**config.mk**
```make
export PLATFORM = sky130hd
export DESIGN_NAME = tag_check_unit
export DESIGN_NICKNAME = d
export VERILOG_FILES = /design/src/rtl/tcu_pkg.sv /design/src/rtl/tcu_decide.sv /design/src/rtl/tcu_fault_status.sv /design/src/rtl/tcu_result_stage.sv /design/src/rtl/tag_check_unit.sv
export SDC_FILE = /design/constraint.sdc
export NUM_CORES = 1
export LEC_CHECK = 0
export BUFFER_PORTS_ARGS = -buffer_cell sky130_fd_sc_hd__buf_2
export CAP_MARGIN = 20
export CORE_AREA = 2 2 127 129
export CTS_CLUSTER_DIAMETER = 200
export DETAILED_ROUTE_END_ITERATION = 6
export DIE_AREA = 0 0 129 131
export MAX_ROUTING_LAYER = met4
export PLACE_DENSITY = 0.6
export SLEW_MARGIN = 20
export SYNTH_ARGS = -nofsm -noshare
export SYNTH_HDL_FRONTEND = slang
export SYNTH_SLANG_ARGS = --single-unit
```
**constraint.sdc**
```tcl
create_clock -name clk -period 1.9 [get_ports clk]
set_clock_uncertainty 0.05 [all_clocks]
set_input_delay 0.19 -clock clk [delete_from_list [all_inputs] [get_ports clk]]
set_output_delay 0.19 -clock clk [all_outputs]
set_load 0.01 [all_outputs]
```
**src/rtl/tcu_pkg.sv**
```systemverilog
package tcu_pkg;

  localparam int PTR_W  = 64;
  localparam int DESC_W = 14;
  localparam int TAG_W  = 4;
  localparam int SYN_W  = 32;

  typedef enum logic [1:0] {
    FM_NONE  = 2'd0,
    FM_SYNC  = 2'd1,
    FM_ASYNC = 2'd2,
    FM_RSVD  = 2'd3
  } fault_mode_e;

  function automatic logic [TAG_W-1:0] ptr_tag(input logic [PTR_W-1:0] p);
    return p[59:56];
  endfunction

  // A pattern of 00000 or 11111 in bits 59:55 folds to a zero 4-bit sum.
  function automatic logic edge_pattern(input logic [PTR_W-1:0] p);
    logic [TAG_W-1:0] s;
    s = p[59:56] + {3'b000, p[55]};
    return (s == '0);
  endfunction

  function automatic fault_mode_e pick_mode(input logic [PTR_W-1:0] ctl, input logic lvl0);
    return lvl0 ? fault_mode_e'(ctl[39:38]) : fault_mode_e'(ctl[41:40]);
  endfunction

  function automatic logic [SYN_W-1:0] tag_syndrome(input logic same_lvl);
    logic [5:0] cls;
    cls = 6'h24 | {5'b0, same_lvl};
    return {cls, 1'b1, 14'b0, 5'b00000, 6'h11};
  endfunction

endpackage

```
**src/rtl/tcu_decide.sv**
```systemverilog
module tcu_decide
  import tcu_pkg::*;
(
  input  logic [PTR_W-1:0]  ptr,
  input  logic [DESC_W-1:0] desc,
  input  logic [TAG_W-1:0]  atag,
  input  logic              atag_present,
  input  logic              lvl_zero,
  input  logic [PTR_W-1:0]  sctlr,
  output logic              checked,
  output logic              fail,
  output logic              do_abort,
  output logic              do_async
);
  logic        b55;
  logic        tbi_on;
  logic        bypass;
  fault_mode_e mode;

  assign b55    = ptr[55];
  assign tbi_on = desc[{1'b0, b55}];
  assign bypass = desc[2 + {1'b0, b55}] && edge_pattern(ptr);

  assign checked = tbi_on && !bypass;
  assign fail    = checked && atag_present && (ptr_tag(ptr) != atag);
  assign mode    = pick_mode(sctlr, lvl_zero);

  always_comb begin
    do_abort = 1'b0;
    do_async = 1'b0;
    if (fail) begin
      unique case (mode)
        FM_SYNC:  do_abort = 1'b1;
        FM_ASYNC: do_async = 1'b1;
        default:  ;
      endcase
    end
  end
endmodule

```
**src/rtl/tcu_fault_status.sv**
```systemverilog
module tcu_fault_status #(
  parameter int NUM_LVL = 4,
  localparam int LVL_W  = $clog2(NUM_LVL)
) (
  input  logic               clk,
  input  logic               rst_n,
  input  logic               set_en,
  input  logic [LVL_W-1:0]   set_level,
  input  logic               set_idx,
  input  logic               wr_en,
  input  logic [LVL_W-1:0]   wr_level,
  input  logic [1:0]         wr_data,
  output logic [2*NUM_LVL-1:0] flags
);
  for (genvar g = 0; g < NUM_LVL; g++) begin : g_lvl
    logic [1:0] q;
    logic [1:0] base;
    logic [1:0] add;
    assign base = (wr_en && wr_level == LVL_W'(g)) ? wr_data : q;
    assign add  = (set_en && set_level == LVL_W'(g)) ? (set_idx ? 2'b10 : 2'b01) : 2'b00;
    always_ff @(posedge clk) begin
      if (!rst_n) q <= 2'b00;
      else        q <= base | add;
    end
    assign flags[2*g +: 2] = q;
  end
endmodule

```
**src/rtl/tcu_result_stage.sv**
```systemverilog
module tcu_result_stage
  import tcu_pkg::*;
(
  input  logic             clk,
  input  logic             rst_n,
  input  logic             accept,
  input  logic             take,
  input  logic             pass_d,
  input  logic             abort_d,
  input  logic             lvl_zero,
  input  logic             store_d,
  input  logic [PTR_W-1:0] ptr_d,
  output logic             valid_q,
  output logic             pass_q,
  output logic             abort_q,
  output logic             store_q,
  output logic [SYN_W-1:0] syn_q,
  output logic [PTR_W-1:0] ptr_q
);
  always_ff @(posedge clk) begin
    if (!rst_n) begin
      valid_q <= 1'b0;
      pass_q  <= 1'b0;
      abort_q <= 1'b0;
      store_q <= 1'b0;
      syn_q   <= '0;
      ptr_q   <= '0;
    end else if (accept) begin
      valid_q <= 1'b1;
      pass_q  <= pass_d;
      abort_q <= abort_d;
      store_q <= store_d;
      syn_q   <= abort_d ? tag_syndrome(!lvl_zero) : '0;
      ptr_q   <= ptr_d;
    end else if (take) begin
      valid_q <= 1'b0;
      abort_q <= 1'b0;
    end
  end
endmodule

```
**src/rtl/tag_check_unit.sv**
```systemverilog
module tag_check_unit
  import tcu_pkg::*;
#(
  parameter int NUM_LVL = 4,
  localparam int LVL_W  = $clog2(NUM_LVL)
) (
  input  logic                 clk,
  input  logic                 rst_n,
  input  logic                 in_valid,
  output logic                 in_ready,
  input  logic [63:0]          in_ptr,
  input  logic [13:0]          in_desc,
  input  logic [3:0]           in_atag,
  input  logic                 in_atag_present,
  input  logic [LVL_W-1:0]     in_level,
  input  logic                 in_two_ranges,
  input  logic [63:0]          in_sctlr,
  output logic                 out_valid,
  input  logic                 out_ready,
  output logic                 out_pass,
  output logic [63:0]          out_ptr,
  output logic                 out_store,
  output logic                 abort_req,
  output logic [31:0]          abort_syndrome,
  output logic [63:0]          abort_addr,
  input  logic                 sts_wr_en,
  input  logic [LVL_W-1:0]     sts_wr_level,
  input  logic [1:0]           sts_wr_data,
  output logic [2*NUM_LVL-1:0] sts_flags
);
  logic accept;
  logic take;
  logic lvl_zero;
  logic checked;
  logic fail;
  logic do_abort;
  logic do_async;
  logic async_set;
  logic unused_desc_bits;

  assign lvl_zero         = (in_level == '0);
  assign take             = out_valid && out_ready;
  assign in_ready         = !out_valid || out_ready;
  assign accept           = in_valid && in_ready;
  assign async_set        = accept && do_async;
  assign unused_desc_bits = ^{in_desc[7:4], in_desc[13:9], checked};

  tcu_decide i_decide (
    .ptr          (in_ptr),
    .desc         (in_desc),
    .atag         (in_atag),
    .atag_present (in_atag_present),
    .lvl_zero     (lvl_zero),
    .sctlr        (in_sctlr),
    .checked      (checked),
    .fail         (fail),
    .do_abort     (do_abort),
    .do_async     (do_async)
  );

  tcu_result_stage i_result (
    .clk      (clk),
    .rst_n    (rst_n),
    .accept   (accept),
    .take     (take),
    .pass_d   (!fail),
    .abort_d  (do_abort),
    .lvl_zero (lvl_zero),
    .store_d  (in_desc[8]),
    .ptr_d    (in_ptr),
    .valid_q  (out_valid),
    .pass_q   (out_pass),
    .abort_q  (abort_req),
    .store_q  (out_store),
    .syn_q    (abort_syndrome),
    .ptr_q    (out_ptr)
  );

  assign abort_addr = abort_req ? out_ptr : '0;

  tcu_fault_status #(.NUM_LVL(NUM_LVL)) i_status (
    .clk       (clk),
    .rst_n     (rst_n),
    .set_en    (async_set),
    .set_level (in_level),
    .set_idx   (in_two_ranges & in_ptr[55]),
    .wr_en     (sts_wr_en),
    .wr_level  (sts_wr_level),
    .wr_data   (sts_wr_data),
    .flags     (sts_flags)
  );
endmodule

```
==> impl_metrics.env <==
export IMPL_routed_via_count=3742
export IMPL_crit_required_ps=1660
export IMPL_whs_path_depth=3
export IMPL_peakVddDrop_mv=0.349
export IMPL_clkTransAtPathRegs_ps=60
export IMPL_place_inst=899
export IMPL_root_buffer="clkbuf_16"
export IMPL_layout_cells_most_common_list="236 x buf_2, 138 x nand2_1, 77 x dfxtp_1"
export IMPL_power_internal_mw=3.02
export IMPL_hold_ws_ps=47.2
export IMPL_cts_buffer_depth=2
export IMPL_yosys_warnings=0
export IMPL_synthXorXnorAreaFrac_pct=0.910
export IMPL_max_freq_mhz=588
export IMPL_cts_setup_buffers=0
export IMPL_worstSkewPairLatency_ps=330
export IMPL_dpl_instance_area_um2=5170
export IMPL_pin_count=332
export IMPL_end_kind="output port"
export IMPL_fin_cells=914
export IMPL_synth_top_area_share_pct=40.6
export IMPL_drt_pass1_iterations=4
export IMPL_drive_above_1_share_pct=39.1
export IMPL_synth_compound_area_share_pct=17.1
export IMPL_power_frac_comb_pct=13.9
export IMPL_dp_hpwl_mm=8.30
export IMPL_cellLeakagePower_nw=2.75
export IMPL_antenna_found_initial=0
export IMPL_setup_viol=0
export IMPL_grt_overflow=0
export IMPL_fp_row_count=46
export IMPL_ys_top_cells_by_area="dfxtp_1 41%, nand2_1 14%, a21boi_0 13%"
export IMPL_worstPathMaxFanout=34
export IMPL_grt_usage_pct=12.7
export IMPL_yosys_area_top_type="dfxtp_1"
export IMPL_postCtsHoldBufs=0
export IMPL_routed_wl_mm=11.1
export IMPL_finalCritPeriodShare_pct=89.5
export IMPL_grt_max_degree=49
export IMPL_switchingPower_mw=1.04
export IMPL_synth_simple_gate_area_share_pct=29.1
export IMPL_core_area_um2=15600
export IMPL_chipWidth_um=129
export IMPL_crit_type="reg -> out"
export IMPL_dp_slack_ps=109
export IMPL_p_per_area_nw_per_um2=744
export IMPL_synth_top_family_by_area="simple AND/OR/NAND/NOR gates"
export IMPL_final_common_cell="buf_2"
export IMPL_setup_slack_ps=199
export IMPL_layout_min_cycle_time_ps=1700
export IMPL_seq_area_frac_synth_pct=40.6
export IMPL_antenna_left=0
export IMPL_drcViolationCount=0
export IMPL_routed_via_density=4.09
export IMPL_drtIter0Drc=103
export IMPL_maxSlewViolCount=0
export IMPL_synthAdderAreaFrac_pct=0.650
export IMPL_die_h_um=131
export IMPL_num_antenna_cells=0
export IMPL_postCtsResizedCells=0
export IMPL_die_area_um2=16900
export IMPL_power_total_mw=4.06
export IMPL_fillers=1677
export IMPL_initial_core_util_pct=24.7
export IMPL_syn_inst=474
export IMPL_synth_area_per_cell_um2=8.12
export IMPL_fin_nets=855
export IMPL_yosysUniqueCellTypes=34
export IMPL_setup_tns_ps=0
export IMPL_cp_arrival_ps=1460
export IMPL_final_util_pct=35.0
export IMPL_muxShareOfSynthArea_pct=1.72
export IMPL_grt_pass1_wl_mm=16.0
export IMPL_area_growth_pct=41.8
export IMPL_p_seq_share_pct=44.1
export IMPL_status="finished, final reports clean"
export IMPL_htreeDepth=3
export IMPL_fin_area_um2=5460
export IMPL_cts_buffers=9
export IMPL_rr_worst_depth=4
export IMPL_synth_seq_cells=78
export IMPL_power_share_switching_pct=25.5
export IMPL_rsz0062_at_grt="no"
export IMPL_cap_violations=0
export IMPL_min_path_type="in -> reg"
export IMPL_gp_congestion=0.820
export IMPL_clock_sinks=78
export IMPL_wl_per_cell_um=12.1
export IMPL_portBuffers=236
export IMPL_synth_area_um2=3850
export IMPL_tritoncts="done"
export IMPL_finalHoldViolCount=0
export IMPL_grt_pass1_vias=3108
export IMPL_p_clk_share_pct=41.9
export IMPL_start_kind="register"
-- cells in the mapped netlist (all sizes together) --
cell	count
nor3b	2
and2	65
clkbuf	22
nor4b	1
or3	3
a21boi	66
o21ai	2
dfxtp	78
nor2b	1
inv	1
xnor2	4
o41ai	7
nand4	2
nor2	1
o211ai	5
o31ai	4
nand3b	4
nand2b	6
a21oi	2
ha	2
o221a	1
mux2i	1
buf	41
nand3	7
nand2	139
conb	1
and3	1
mux2	5
-- sequential cells by signal (all words and copies together), names as in the netlist --
register / count
i_result.valid_q: 1
i_result.pass_q: 1
i_result.abort_q: 1
i_result.ptr_q: 64
i_result.store_q: 1
i_status.g_lvl.q: 8
i_result.syn_q: 2
-- power groups by stage --
stage	Clock (mW)	Combinational, mW	Sequential [mW]
floorplan	0	0.298	1.86
global placement	0	0.570	1.83
detailed placement	0	0.575	1.83
CTS	1.79	0.576	1.79
global route	1.85	0.636	1.80
finish	1.70	0.566	1.79
-- logic make-up (layout without fill, tap and decap cells) --
| logic type | Yosys count | after routing |
|---|---|---|
| other cells | 1 | 26 |
| flops | 78 | 78 |
| fa+ha+maj | 2 | 2 |
| mux | 6 | 6 |
| simple gates | 232 | 232 |
| buf+inv | 64 | 263 |
| compound gates | 87 | 87 |
| xor+xnor | 4 | 4 |
-- final timing paths --
| kind | from | end | slack [ps] |
|---|---|---|---|
| setup / recovery | i_result.abort_q$_SDFFE_PN0P_ | abort_addr[3] | 200 |
| hold / removal | in_ptr[13] | i_result.ptr_q[13]$_SDFFE_PN0P_ | 50 |
| setup reg to reg | i_result.valid_q$_SDFFE_PN0P_ | i_status.g_lvl[3].q[0]$_SDFF_PN0_ | 380 |
| hold reg to reg | i_result.store_q$_SDFFE_PN0P_ | i_result.store_q$_SDFFE_PN0P_ | 410 |
-- critical path: stages (launching register included) --
cell,delay (ps)
dfxtp_2,580
buf_12,220
and2_1,180
buf_2,140
-- area by class of cell --
class / instances / area (um2) / area share (%)
Clock buffer: 11 / 243 / 4.45
Clock inverter: 4 / 47.5 / 0.871
Inverter: 1 / 3.75 / 0.0687
Multi-Input combinational cell: 357 / 2010 / 36.8
Sequential cell: 78 / 1560 / 28.6
Tap cell: 216 / 270 / 4.95
Timing Repair Buffer: 247 / 1330 / 24.3
-- metal layers --
metal	track usage, %	up-vias	routed length (um)
li1	-	1927	-
met1	15.6	1631	5080
met2	20.3	173	5140
met3	2.52	11	703
met4	5.37	0	168
met5	-	-	0
Power figures use the tool's default switching activity.
